--- config.mk ---
export PLATFORM = sky130hd
export DESIGN_NAME = e1_err_counter_bank
export DESIGN_NICKNAME = d
export VERILOG_FILES = /design/src/rtl/e1pm_pkg.sv /design/src/rtl/e1pm_counter.sv /design/src/rtl/e1pm_sticky.sv /design/src/rtl/e1pm_regmux.sv /design/src/rtl/e1_err_counter_bank.sv
export SDC_FILE = /design/constraint.sdc
export NUM_CORES = 1
export LEC_CHECK = 0
export BUFFER_PORTS_ARGS = -buffer_cell sky130_fd_sc_hd__buf_2
export CAP_MARGIN = 15
export CORE_MARGIN = 5
export CORE_UTILIZATION = 49
export DETAILED_ROUTE_END_ITERATION = 10
export GPL_ROUTABILITY_DRIVEN = 0
export HOLD_SLACK_MARGIN = 0.12
export MAX_ROUTING_LAYER = met4
export PLACE_DENSITY = 0.66
export SLEW_MARGIN = 15
export SYNTH_ARGS = -nofsm -noshare
export SYNTH_HDL_FRONTEND = slang
export SYNTH_HIERARCHICAL = 1
export SYNTH_SLANG_ARGS = --single-unit
--- constraint.sdc ---
create_clock -name clk -period 1.7 [get_ports clk]
set_input_delay 0.17 -clock clk [delete_from_list [all_inputs] [get_ports clk]]
set_output_delay 0.17 -clock clk [all_outputs]
set_load 0.02 [all_outputs]
--- src/rtl/e1pm_pkg.sv ---
// Shared constants for the E1 error counter bank: register addresses and
// counter indices. Assumes at most 16-bit counters (two byte registers).
package e1pm_pkg;
    localparam int NCNT = 6;    // number of event counters
    localparam int MAXW = 16;   // widest counter the read mux supports
    localparam int AW   = 4;    // register address width
    localparam int DW   = 8;    // register data width

    // Counter indices; also the bit positions in latch/interrupt/mask regs
    localparam int CI_FAS  = 0;
    localparam int CI_EBIT = 1;
    localparam int CI_BPV  = 2;
    localparam int CI_CRC  = 3;
    localparam int CI_PRBS = 4;
    localparam int CI_MFRM = 5;

    typedef enum logic [AW-1:0] {
        RA_FAS     = 4'd0,
        RA_EBIT_HI = 4'd1,
        RA_EBIT_LO = 4'd2,
        RA_BPV_HI  = 4'd3,
        RA_BPV_LO  = 4'd4,
        RA_CRC_HI  = 4'd5,
        RA_CRC_LO  = 4'd6,
        RA_PRBS    = 4'd7,
        RA_MFRM    = 4'd8,
        RA_OVL     = 4'd9,
        RA_INT     = 4'd10,
        RA_MASK    = 4'd11
    } reg_addr_e;
endpackage

--- src/rtl/e1pm_counter.sv ---
// Wrapping event counter with a synchronous load.
// Assumes: the increment strobe is one cycle per event; load beats increment.
// `wrap_o` is high in the cycle whose clock edge takes the count from all
// ones to zero.
module e1pm_counter #(
    parameter int W = 8
) (
    input  logic         clk,
    input  logic         rst_n,
    input  logic         inc_i,
    input  logic         ld_i,
    input  logic [W-1:0] ld_val_i,
    output logic [W-1:0] cnt_o,
    output logic         wrap_o
);
    // Flag a wrap when an unloaded increment hits the all-ones value
    always_comb wrap_o = inc_i && !ld_i && (&cnt_o);

    // Count register: reset, load, or increment
    always_ff @(posedge clk) begin
        if (!rst_n)      cnt_o <= '0;
        else if (ld_i)   cnt_o <= ld_val_i;
        else if (inc_i)  cnt_o <= cnt_o + 1'b1;
    end


    cnt_hold_chk: assert property (@(posedge clk) disable iff (!rst_n)
        (!inc_i && !ld_i) |=> $stable(cnt_o));

    cnt_step_chk: assert property (@(posedge clk) disable iff (!rst_n)
        (inc_i && !ld_i) |=> (cnt_o == W'($past(cnt_o) + 1'b1)));

    cnt_wrap_zero_chk: assert property (@(posedge clk) disable iff (!rst_n)
        wrap_o |=> (cnt_o == '0));
endmodule

--- src/rtl/e1pm_sticky.sv ---
// Bank of sticky flag bits. A set request wins over a clear-on-read in the
// same cycle. Assumes `rd_clr_i` is a single-cycle read strobe.
module e1pm_sticky #(
    parameter int N = 6
) (
    input  logic         clk,
    input  logic         rst_n,
    input  logic [N-1:0] set_i,
    input  logic         rd_clr_i,
    output logic [N-1:0] flags_o
);
    // Clear on read, then OR in new events
    always_ff @(posedge clk) begin
        if (!rst_n) flags_o <= '0;
        else        flags_o <= (rd_clr_i ? '0 : flags_o) | set_i;
    end


    sticky_set_wins_chk: assert property (@(posedge clk) disable iff (!rst_n)
        (|set_i) |=> ((flags_o & $past(set_i)) == $past(set_i)));

    sticky_clear_chk: assert property (@(posedge clk) disable iff (!rst_n)
        (rd_clr_i && !(|set_i)) |=> (flags_o == '0));

    sticky_hold_chk: assert property (@(posedge clk) disable iff (!rst_n)
        (!rd_clr_i && !(|set_i)) |=> $stable(flags_o));
endmodule

--- src/rtl/e1pm_regmux.sv ---
// Read data multiplexer. It splits each counter into byte registers and
// zero-fills bits the counter does not have. Purely combinational.
module e1pm_regmux
    import e1pm_pkg::*;
(
    input  logic [NCNT-1:0][MAXW-1:0] cnt_i,
    input  logic [NCNT-1:0]           ovl_i,
    input  logic [NCNT-1:0]           int_i,
    input  logic [NCNT-1:0]           mask_i,
    input  logic [AW-1:0]             addr_i,
    output logic [DW-1:0]             rdata_o
);
    localparam int PAD = DW - NCNT;

    // Select the byte addressed by the processor
    always_comb begin
        unique case (addr_i)
            RA_FAS:     rdata_o = cnt_i[CI_FAS][7:0];
            RA_EBIT_HI: rdata_o = cnt_i[CI_EBIT][15:8];
            RA_EBIT_LO: rdata_o = cnt_i[CI_EBIT][7:0];
            RA_BPV_HI:  rdata_o = cnt_i[CI_BPV][15:8];
            RA_BPV_LO:  rdata_o = cnt_i[CI_BPV][7:0];
            RA_CRC_HI:  rdata_o = cnt_i[CI_CRC][15:8];
            RA_CRC_LO:  rdata_o = cnt_i[CI_CRC][7:0];
            RA_PRBS:    rdata_o = cnt_i[CI_PRBS][7:0];
            RA_MFRM:    rdata_o = cnt_i[CI_MFRM][7:0];
            RA_OVL:     rdata_o = {{PAD{1'b0}}, ovl_i};
            RA_INT:     rdata_o = {{PAD{1'b0}}, int_i};
            RA_MASK:    rdata_o = {{PAD{1'b0}}, mask_i};
            default:    rdata_o = '0;
        endcase
    end
endmodule

--- src/rtl/e1_err_counter_bank.sv ---
// E1 receive error counter bank. Six wrapping event counters, overflow
// latch and maskable overflow interrupt bits, both clearing on read.
// Assumes single-cycle event strobes and single-cycle bus read/write strobes.
module e1_err_counter_bank
    import e1pm_pkg::*;
#(
    parameter int FAS_W  = 8,
    parameter int EBIT_W = 10,
    parameter int BPV_W  = 16,
    parameter int CRC_W  = 10,
    parameter int PRBS_W = 8,
    parameter int MFRM_W = 8
) (
    input  logic          clk,
    input  logic          rst_n,
    input  logic          fas_err_i,
    input  logic          ebit_err_i,
    input  logic          bpv_i,
    input  logic          crc_err_i,
    input  logic          prbs_err_i,
    input  logic          crc_mfrm_i,
    input  logic          rd_en_i,
    input  logic          wr_en_i,
    input  logic [AW-1:0] addr_i,
    input  logic [DW-1:0] wdata_i,
    output logic [DW-1:0] rdata_o,
    output logic          irq_o
);
    logic [NCNT-1:0]           strobe;
    logic [NCNT-1:0]           wraps;
    logic [NCNT-1:0][MAXW-1:0] cnt_all;
    logic [NCNT-1:0]           ovl_q;
    logic [NCNT-1:0]           int_q;
    logic [NCNT-1:0]           mask_q;
    logic                      wr_prbs;
    logic                      wr_mask;
    logic                      rd_ovl;
    logic                      rd_int;

    // Gather event strobes in register bit order
    always_comb strobe = {crc_mfrm_i, prbs_err_i, crc_err_i, bpv_i, ebit_err_i, fas_err_i};

    // Bus decode
    always_comb begin
        wr_prbs = wr_en_i && (addr_i == RA_PRBS);
        wr_mask = wr_en_i && (addr_i == RA_MASK);
        rd_ovl  = rd_en_i && (addr_i == RA_OVL);
        rd_int  = rd_en_i && (addr_i == RA_INT);
    end

    // One counter per event, width picked per index
    for (genvar g = 0; g < NCNT; g++) begin : g_cnt
        localparam int W = (g == CI_FAS)  ? FAS_W  :
                           (g == CI_EBIT) ? EBIT_W :
                           (g == CI_BPV)  ? BPV_W  :
                           (g == CI_CRC)  ? CRC_W  :
                           (g == CI_PRBS) ? PRBS_W : MFRM_W;
        logic [W-1:0] val;
        logic         ld;
        logic [W-1:0] ld_val;

        // PRBS counter takes the written value, its multiframe partner clears
        always_comb begin
            ld     = ((g == CI_PRBS) || (g == CI_MFRM)) && wr_prbs;
            ld_val = (g == CI_PRBS) ? W'(wdata_i) : '0;
        end

        e1pm_counter #(.W(W)) u_cnt (
            .clk      (clk),
            .rst_n    (rst_n),
            .inc_i    (strobe[g]),
            .ld_i     (ld),
            .ld_val_i (ld_val),
            .cnt_o    (val),
            .wrap_o   (wraps[g])
        );

        // Zero-extend to the common read width
        always_comb cnt_all[g] = MAXW'(val);
    end

    // Interrupt mask register, 1 = unmasked
    always_ff @(posedge clk) begin
        if (!rst_n)       mask_q <= '0;
        else if (wr_mask) mask_q <= wdata_i[NCNT-1:0];
    end

    e1pm_sticky #(.N(NCNT)) u_ovl (
        .clk      (clk),
        .rst_n    (rst_n),
        .set_i    (wraps),
        .rd_clr_i (rd_ovl),
        .flags_o  (ovl_q)
    );

    e1pm_sticky #(.N(NCNT)) u_int (
        .clk      (clk),
        .rst_n    (rst_n),
        .set_i    (wraps & mask_q),
        .rd_clr_i (rd_int),
        .flags_o  (int_q)
    );

    // Combined interrupt from unmasked bits
    always_comb irq_o = |(int_q & mask_q);

    e1pm_regmux u_mux (
        .cnt_i   (cnt_all),
        .ovl_i   (ovl_q),
        .int_i   (int_q),
        .mask_i  (mask_q),
        .addr_i  (addr_i),
        .rdata_o (rdata_o)
    );


    irq_masked_chk: assert property (@(posedge clk) disable iff (!rst_n)
        (mask_q == '0) |-> !irq_o);

    mfrm_clear_chk: assert property (@(posedge clk) disable iff (!rst_n)
        wr_prbs |=> (cnt_all[CI_MFRM] == '0));

    prbs_load_chk: assert property (@(posedge clk) disable iff (!rst_n)
        wr_prbs |=> (cnt_all[CI_PRBS][7:0] == $past(wdata_i)));

    int_needs_mask_chk: assert property (@(posedge clk) disable iff (!rst_n)
        (!rd_int && (|(wraps & ~mask_q))) |=> ((int_q & ~$past(int_q) & ~$past(mask_q)) == '0));
endmodule

==> results.sh, run 1 <==
export IMPL_status="finished, violations left"
export IMPL_violations="setup timing"
export IMPL_drc=0
export IMPL_tritoncts="yes"
export IMPL_vias=5254
export IMPL_core_area_um2=10400
export IMPL_fin_skew_ns=0.00697
export IMPL_crit_end="rdata_o[3]"
export IMPL_synth_edf_count=0
export IMPL_grt_pass1_vias=5018
export IMPL_wl_mm=15.3
export IMPL_synth_cell_types=73
export IMPL_r2r_start="g_cnt[1].u_cnt/cnt_o[2]"
export IMPL_holdWs_ns=0.146
export IMPL_rr_worst_depth=5
export IMPL_synth_seq_cells=78
export IMPL_hold_viol=0
export IMPL_port_buffers=30
export IMPL_hold_path_class="in -> reg"
export IMPL_critPathRequiredTime_ns=1.53
export IMPL_cts_sinks=78
export IMPL_min_period_over_period_pct=114
export IMPL_grt_ovfl_total=0
export IMPL_regToRegEndpoint="u_int/flags_o[1]"
export IMPL_path_max_fanout=2
export IMPL_rsz0062_at_grt="true"
export IMPL_grt_usage_pct=25.2
export IMPL_fp_row_count=37
export IMPL_die_y_um=113
export IMPL_synth_area_um2=5230
export IMPL_setup_worst_path_class="reg -> out"
export IMPL_synthTopCellsByArea="dfxtp_1, o21ai_0, mux2i_1"
export IMPL_hpwl_mm=11.3
export IMPL_cts_made_buffers=9
export IMPL_end_kind="output port"
export IMPL_max_freq_mhz=514
export IMPL_syn_inst=625
export IMPL_synth_top_flop_cell="dfxtp_1"
export IMPL_fill_cells=912
export IMPL_ios=31
export IMPL_worstSkewPairLatency_ns=0.37
export IMPL_finalSetupViolCount=7
export IMPL_fin_crit_ns=1.95
export IMPL_synth_most_common_cell="dfxtp_1"
export IMPL_viasPerCell=5.69
export IMPL_syn_to_final_growth_pct=26.4
export IMPL_worstPathArrival_ns=1.78
export IMPL_drt_iter0_drc=496
export IMPL_synth_commonest_cells="dfxtp_1, o21ai_0, nand2_1"
export IMPL_wl_per_cell_um=16.6
export IMPL_setup_ws_ns=-0.245
export IMPL_cts_buffer_depth=2
export IMPL_grt_start_max_net_pins=36
export IMPL_antenna_found_initial=0
export IMPL_maxCapViolations=0
export IMPL_ant_nets=0
export IMPL_p_int_w=0.00312
export IMPL_finalSetupTns_ns=-1.12
export IMPL_drive_gt1_share_pct=23.0
export IMPL_comb_power_share_pct=18.9
export IMPL_clockRootBuffer="clkbuf_8"
export IMPL_drv_slew=0
export IMPL_yosysWarnings=6
export IMPL_ys_seq_area_share_pct=29.8
export IMPL_p_leak_nw=2.69
export IMPL_dpl_worst_slack_ns=-0.104
export IMPL_crit_path_start="g_cnt[5].u_cnt/cnt_o[3]"
export IMPL_clkTransAtPathRegs_ns=0.08
export IMPL_die_x_um=113
export IMPL_start_util_pct=50.5
export IMPL_synth_largest_area_cell="dfxtp_1"
export IMPL_start_kind="register"
export IMPL_yosys_area_top_type_share_pct=29.8
export IMPL_seq_power_share_pct=46.1
export IMPL_p_switching_w=0.00131
export IMPL_async_reset_ff_share_pct=0
export IMPL_antenna_cells=0
export IMPL_die_area_um2=12800
export IMPL_fin_nets=811
export IMPL_grt_pass1_wl_mm=25.3
export IMPL_ff2ff_setup_slack_ns=0.06
export IMPL_dr_pass1_iters=7
export IMPL_p_sw_share_pct=29.5
export IMPL_htreeDepth=3
export IMPL_max_vdd_ir_drop_mv=0.506
export IMPL_p_per_area_nw_per_um2=669
export IMPL_synth_area_per_cell_um2=8.37
export IMPL_clkPwrFrac_pct=34.9
[worst min-delay path by stage]
| stage | from | endpoint | slack (ns) | depth (start not counted) |
|---|---|---|---|---|
| CTS | wdata_i[7] | g_cnt[4].u_cnt/cnt_o[7] | 0.14 | 4 |
| floorplan | rst_n | u_int/flags_o[0] | 0.29 | 1 |
| detailed placement | wdata_i[5] | mask_q[5] | 0.44 | 3 |
| global route | wdata_i[7] | g_cnt[4].u_cnt/cnt_o[7] | 0.18 | 4 |
| finish | wdata_i[7] | g_cnt[4].u_cnt/cnt_o[7] | 0.15 | 4 |
| global placement | wdata_i[2] | mask_q[2] | 0.44 | 3 |
[sequential cells by signal, indices dropped and copies added (netlist names)]
| register | cells |
|---|---|
| g_cnt.u_cnt/cnt_o | 60 |
| mask_q | 6 |
| u_int/flags_o | 6 |
| u_ovl/flags_o | 6 |
[cells in the final DEF (no fill, tap or decap), drive strengths merged, types with 3 or more instances in the layout]
master,netlist,routed
nor3,10,10
dlygate4sd3,0,7
dfxtp,78,78
and4b,4,4
and3,4,4
a21oi,32,32
nor3b,14,14
nand2,48,48
buf,21,100
and2,16,16
clkinv,0,4
nor2,29,29
a211oi,5,5
nor4,8,8
nand3b,6,6
o22ai,11,11
xnor2,21,21
o41a,4,4
nand3,24,24
clkbuf,16,9
or4,9,9
a22o,3,3
conb,1,78
nand4,24,24
a22oi,15,15
ha,6,6
o21ai,54,54
xor2,12,12
inv,16,16
mux2i,22,22
o21a,12,12
mux2,9,9
or3,9,9
o31ai,5,5
nand2b,8,8
and4,4,4
nor2b,21,21
o211a,7,7
a31oi,14,14
[through the flow]
step           instances  cell area [um^2]  total power (W)  util [%]
6_report             923              6610          0.00443      63.8
5_1_grt              923              6610          0.00464      63.8
4_1_cts              922              6560          0.00443      63.3
3_5_place_dp         891              6080          0.00283      58.7
3_3_place_gp         891              6080          0.00280      58.7
2_1_floorplan        702              5520          0.00255         -
[power groups by stage]
stage	clock network [W]	logic, W	registers [W]
3_5_place_dp	0	0.000731	0.00210
6_report	0.00155	0.000838	0.00204
5_1_grt	0.00167	0.000918	0.00206
2_1_floorplan	0	0.000487	0.00206
3_3_place_gp	0	0.000709	0.00209
4_1_cts	0.00158	0.000807	0.00204
[critical path, stage by stage, from the launching register on]
cell and delay, ns:
dfxtp_2 0.34, mux2_4 0.27, nand3_2 0.08, a21oi_2 0.05
or4_4 0.51, buf_6 0.15
[kinds of logic after synthesis]
group	count (synthesis)	synth area share, %
compound gates	180	22.4
xor+xnor	33	5.52
fa+ha+maj	6	1.43
buf+inv	53	5.52
flops	78	29.8
mux	32	6.65
other cells	1	0.0717
simple gates	242	28.6
[what timing repair did]
| item | in CTS | in global routing |
|---|---|---|
| hold buffers | 7 | 0 |
| pin swaps | 14 | 6 |
| hold endpoints to repair | 10 | 0 |
| endpoints found under the setup margin | 8 | 8 |
| gates resized for setup | 47 | 14 |
| buffers inserted | 9 | 1 |
[layout make-up]
| type | instances | area (um^2) | share of cell area [%] |
|---|---|---|---|
| clock buffer | 9 | 124 | 1.87 |
| clock inverter | 6 | 87.6 | 1.32 |
| inverter | 16 | 60.1 | 0.908 |
| multi-input combinational | 571 | 3770 | 57.0 |
| sequential | 78 | 1610 | 24.3 |
| tap | 136 | 170 | 2.57 |
| timing repair buffer | 107 | 793 | 12.0 |
[routing by layer]
layer	vias to the layer above	routed length, um	share of wire (%)	GRT usage, %
li1	2573	-	-	-
met1	2489	6850	45	32.4
met2	167	7340	48	40.2
met3	25	823	5.4	3.85
met4	0	316	2.1	8.97
met5	-	0	0	-
(Power assumes the default switching activity.)
==> run 2, diff against run 1 <==
--- a/config.mk
+++ b/config.mk
@@ -11,11 +11,11 @@
 export CORE_UTILIZATION = 49
 export DETAILED_ROUTE_END_ITERATION = 10
 export GPL_ROUTABILITY_DRIVEN = 0
+export GPL_TIMING_DRIVEN = 0
 export HOLD_SLACK_MARGIN = 0.12
 export MAX_ROUTING_LAYER = met4
-export PLACE_DENSITY = 0.66
+export PLACE_DENSITY = 0.67
 export SLEW_MARGIN = 15
 export SYNTH_ARGS = -nofsm -noshare
 export SYNTH_HDL_FRONTEND = slang
-export SYNTH_HIERARCHICAL = 1
 export SYNTH_SLANG_ARGS = --single-unit
==> run 2 against run 1 <==
Critical path depth fell by 2; critical endpoint is now rdata_o[5]; worst setup slack improved by 0.077 ns; global-route usage fell by 0.28 points; clock-buffer cell count rose by 3; first-iteration DRC count fell by 29%; sequential power fell by 6%; the run still ends with setup timing left; non-clock buffer count fell by 39.
==> results.sh, run 2 <==
export IMPL_tritoncts="yes"
export IMPL_drv_slew=0
export IMPL_comb_power_share_pct=8.9
export IMPL_setup_worst_path_class="reg -> out"
export IMPL_grt_ovfl_total=0
export IMPL_setup_ws_ns=-0.169
export IMPL_synth_area_per_cell_um2=8.42
export IMPL_crit_path_start="g_cnt[3].u_cnt.cnt_o[5]"
export IMPL_end_kind="output port"
export IMPL_synth_area_um2=4090
export IMPL_clkTransAtPathRegs_ns=0.08
export IMPL_fin_skew_ns=0.0136
export IMPL_synth_cell_types=55
export IMPL_max_stage_delay_ns=0.47
export IMPL_path_max_fanout=2
export IMPL_total_power_w=0.00387
export IMPL_vias=3900
export IMPL_crit_end="rdata_o[5]"
export IMPL_fp_row_count=33
export IMPL_crit_path_cell_trace="mux4_2, a221o_1, buf_6"
export IMPL_wl_per_cell_um=18.6
export IMPL_clockRootBuffer="clkbuf_8"
export IMPL_grt_usage_pct=24.9
export IMPL_p_int_w=0.00291
export IMPL_ant_nets=0
export IMPL_rsz0062_at_grt="true"
export IMPL_drive_gt1_share_pct=20.1
export IMPL_grt_pass1_vias=3685
export IMPL_p_leak_nw=1.82
export IMPL_wl_mm=12.0
export IMPL_hold_path_class="in -> reg"
export IMPL_worstPathArrival_ns=1.70
export IMPL_synth_seq_cells=78
export IMPL_drc=0
export IMPL_ys_seq_area_share_pct=38.1
export IMPL_fill_cells=741
export IMPL_core_area_um2=8180
export IMPL_worstSetupPathDepth=3
export IMPL_finalSetupViolCount=5
export IMPL_ios=31
export IMPL_min_from="fas_err_i"
export IMPL_cts_sinks=78
export IMPL_final_cell_mix="nor2_1, dfxtp_1, nand2_1, nand4_1, xor2_1"
export IMPL_p_per_area_nw_per_um2=791
export IMPL_start_util_pct=50.1
export IMPL_worstSkewPairLatency_ns=0.36
export IMPL_die_x_um=101
export IMPL_max_vdd_ir_drop_mv=0.426
export IMPL_syn_inst=486
export IMPL_synth_top_flop_cell="dfxtp_1"
export IMPL_maxSlewHeadroom_pct=55.6
export IMPL_syn_to_final_growth_pct=19.4
export IMPL_dpl_cell_area_um2=4350
export IMPL_synth_edf_count=0
export IMPL_viasPerCell=6.03
export IMPL_grt_pass1_wl_mm=19.1
export IMPL_rr_worst_depth=6
export IMPL_critPathRequiredTime_ns=1.53
export IMPL_status="finished, violations left"
export IMPL_synth_most_common_cell="dfxtp_1"
export IMPL_antenna_found_initial=0
export IMPL_largest_register_ffs=60
export IMPL_dpl_worst_slack_ns=-0.265
export IMPL_dr_pass1_iters=5
export IMPL_regMostFlops="g_cnt.u_cnt.cnt_o"
export IMPL_min_period_over_period_pct=110
export IMPL_r2r_start="g_cnt[2].u_cnt.cnt_o[1]"
export IMPL_yosys_area_top_type_share_pct=38.1
export IMPL_crit_family="multiplexers"
export IMPL_fin_crit_ns=1.87
export IMPL_violations="setup timing"
export IMPL_drt_iter0_drc=351
export IMPL_postLayoutCellArea_um2=4890
export IMPL_p_sw_share_pct=24.8
export IMPL_fin_nets=565
export IMPL_synth_largest_area_cell="dfxtp_1"
export IMPL_maxCapViolations=0
export IMPL_start_kind="register"
export IMPL_ff2ff_setup_slack_ns=0.02
export IMPL_synthTopCellsByArea="dfxtp_1, nor2_1, xor2_1"
export IMPL_final_common_cell="nor2_1"
export IMPL_regToRegEndpoint="g_cnt[2].u_cnt.cnt_o[14]"
export IMPL_cts_buffer_depth=2
export IMPL_syn_nets=514
export IMPL_p_switching_w=0.000958
export IMPL_synth_commonest_cells="dfxtp_1, nor2_1, nand2_1"
export IMPL_hold_viol=0
export IMPL_seq_power_share_pct=49.3
export IMPL_async_reset_ff_share_pct=0
export IMPL_hpwl_mm=8.67
export IMPL_critPathSlowestCell="mux4_2"
export IMPL_antenna_cells=0
export IMPL_yosysWarnings=0
export IMPL_grt_start_max_net_pins=14
export IMPL_die_area_um2=10300
export IMPL_finalSetupTns_ns=-0.546
export IMPL_max_freq_mhz=535
export IMPL_htreeDepth=3
export IMPL_cp_num_buf_inv=1
export IMPL_worst_pin_slew_ns=0.666
export IMPL_clkPwrFrac_pct=41.8
export IMPL_port_buffers=24
export IMPL_cts_made_buffers=9
export IMPL_die_y_um=101
==> run 2: metal layers <==
metal  track usage, %  vias up  part of all wire [%]
li1                 -     1853                     -
met1             31.8     1847                    45
met2             37.7      154                    45
met3             4.75       46                   6.3
met4             12.1        0                   4.1
met5                -        -                     0
==> run 2: how the worst min path moves through the flow <==
| stage | endpoint | slack [ns] | depth (start not counted) |
|---|---|---|---|
| after floorplan | mask_q[0] | 0.32 | 2 |
| after global routing | g_cnt[2].u_cnt.cnt_o[0] | 0.16 | 3 |
| after detailed placement | mask_q[5] | 0.44 | 3 |
| final | g_cnt[0].u_cnt.cnt_o[1] | 0.13 | 3 |
| after global placement | mask_q[2] | 0.42 | 3 |
| after CTS | g_cnt[0].u_cnt.cnt_o[1] | 0.12 | 3 |
==> run 2: layout make-up <==
| type | count | area [um^2] | share of cell area, % |
|---|---|---|---|
| sequential | 78 | 1620 | 33.0 |
| clock buffer | 12 | 155 | 3.17 |
| timing repair buffer | 40 | 290 | 5.94 |
| inverter | 6 | 23.8 | 0.486 |
| tap | 105 | 131 | 2.69 |
| clock inverter | 4 | 77.6 | 1.59 |
| multi-input combinational | 374 | 2450 | 50.1 |
| buffer | 28 | 149 | 3.05 |
==> run 2: power groups by stage <==
stage | clock, W | sequential, W | combinational, W
final | 0.00161 | 0.00191 | 0.000344
after detailed placement | 0 | 0.00196 | 0.000298
after global routing | 0.00172 | 0.00191 | 0.000376
after global placement | 0 | 0.00196 | 0.000293
after CTS | 0.00164 | 0.00191 | 0.000325
after floorplan | 0 | 0.00194 | 0.000204
==> run 2: timing repair <==
item / in CTS / in global routing
hold buffers: 9 / 0
hold endpoints to repair: 13 / 0
pin swaps: 9 / 4
endpoints found under the setup margin: 13 / 14
resized for setup: 45 / 32
setup buffers: 4 / 3
==> run 2: worst reg2reg max path, cell delays in order, from the launching register on <==
cell     delay [ns]
dfxtp_4        0.39
ha_1           0.20
nand4_1        0.24
nor4_4         0.32
buf_4          0.18
nand4_1        0.11
mux2i_1        0.14
==> run 2: cells by family after synthesis <==
kind of cell	share of synthesized area, %
buffers and inverters	3.54
xor gates and xnor gates	10.1
muxes	7.00
and+or+nand+nor	26.2
DFF	38.1
AOI/OAI and AO/OA	13.3
adders and majority gates	1.83
==> run 2: metrics by stage <==
step           hold WS (ns)  instances  utilization [%]
2_1_floorplan         0.317        486                -
3_3_place_gp          0.421        615             53.2
3_5_place_dp          0.437        615             53.2
4_1_cts               0.122        644             58.7
5_1_grt               0.157        647             59.8
6_report              0.134        647             59.8
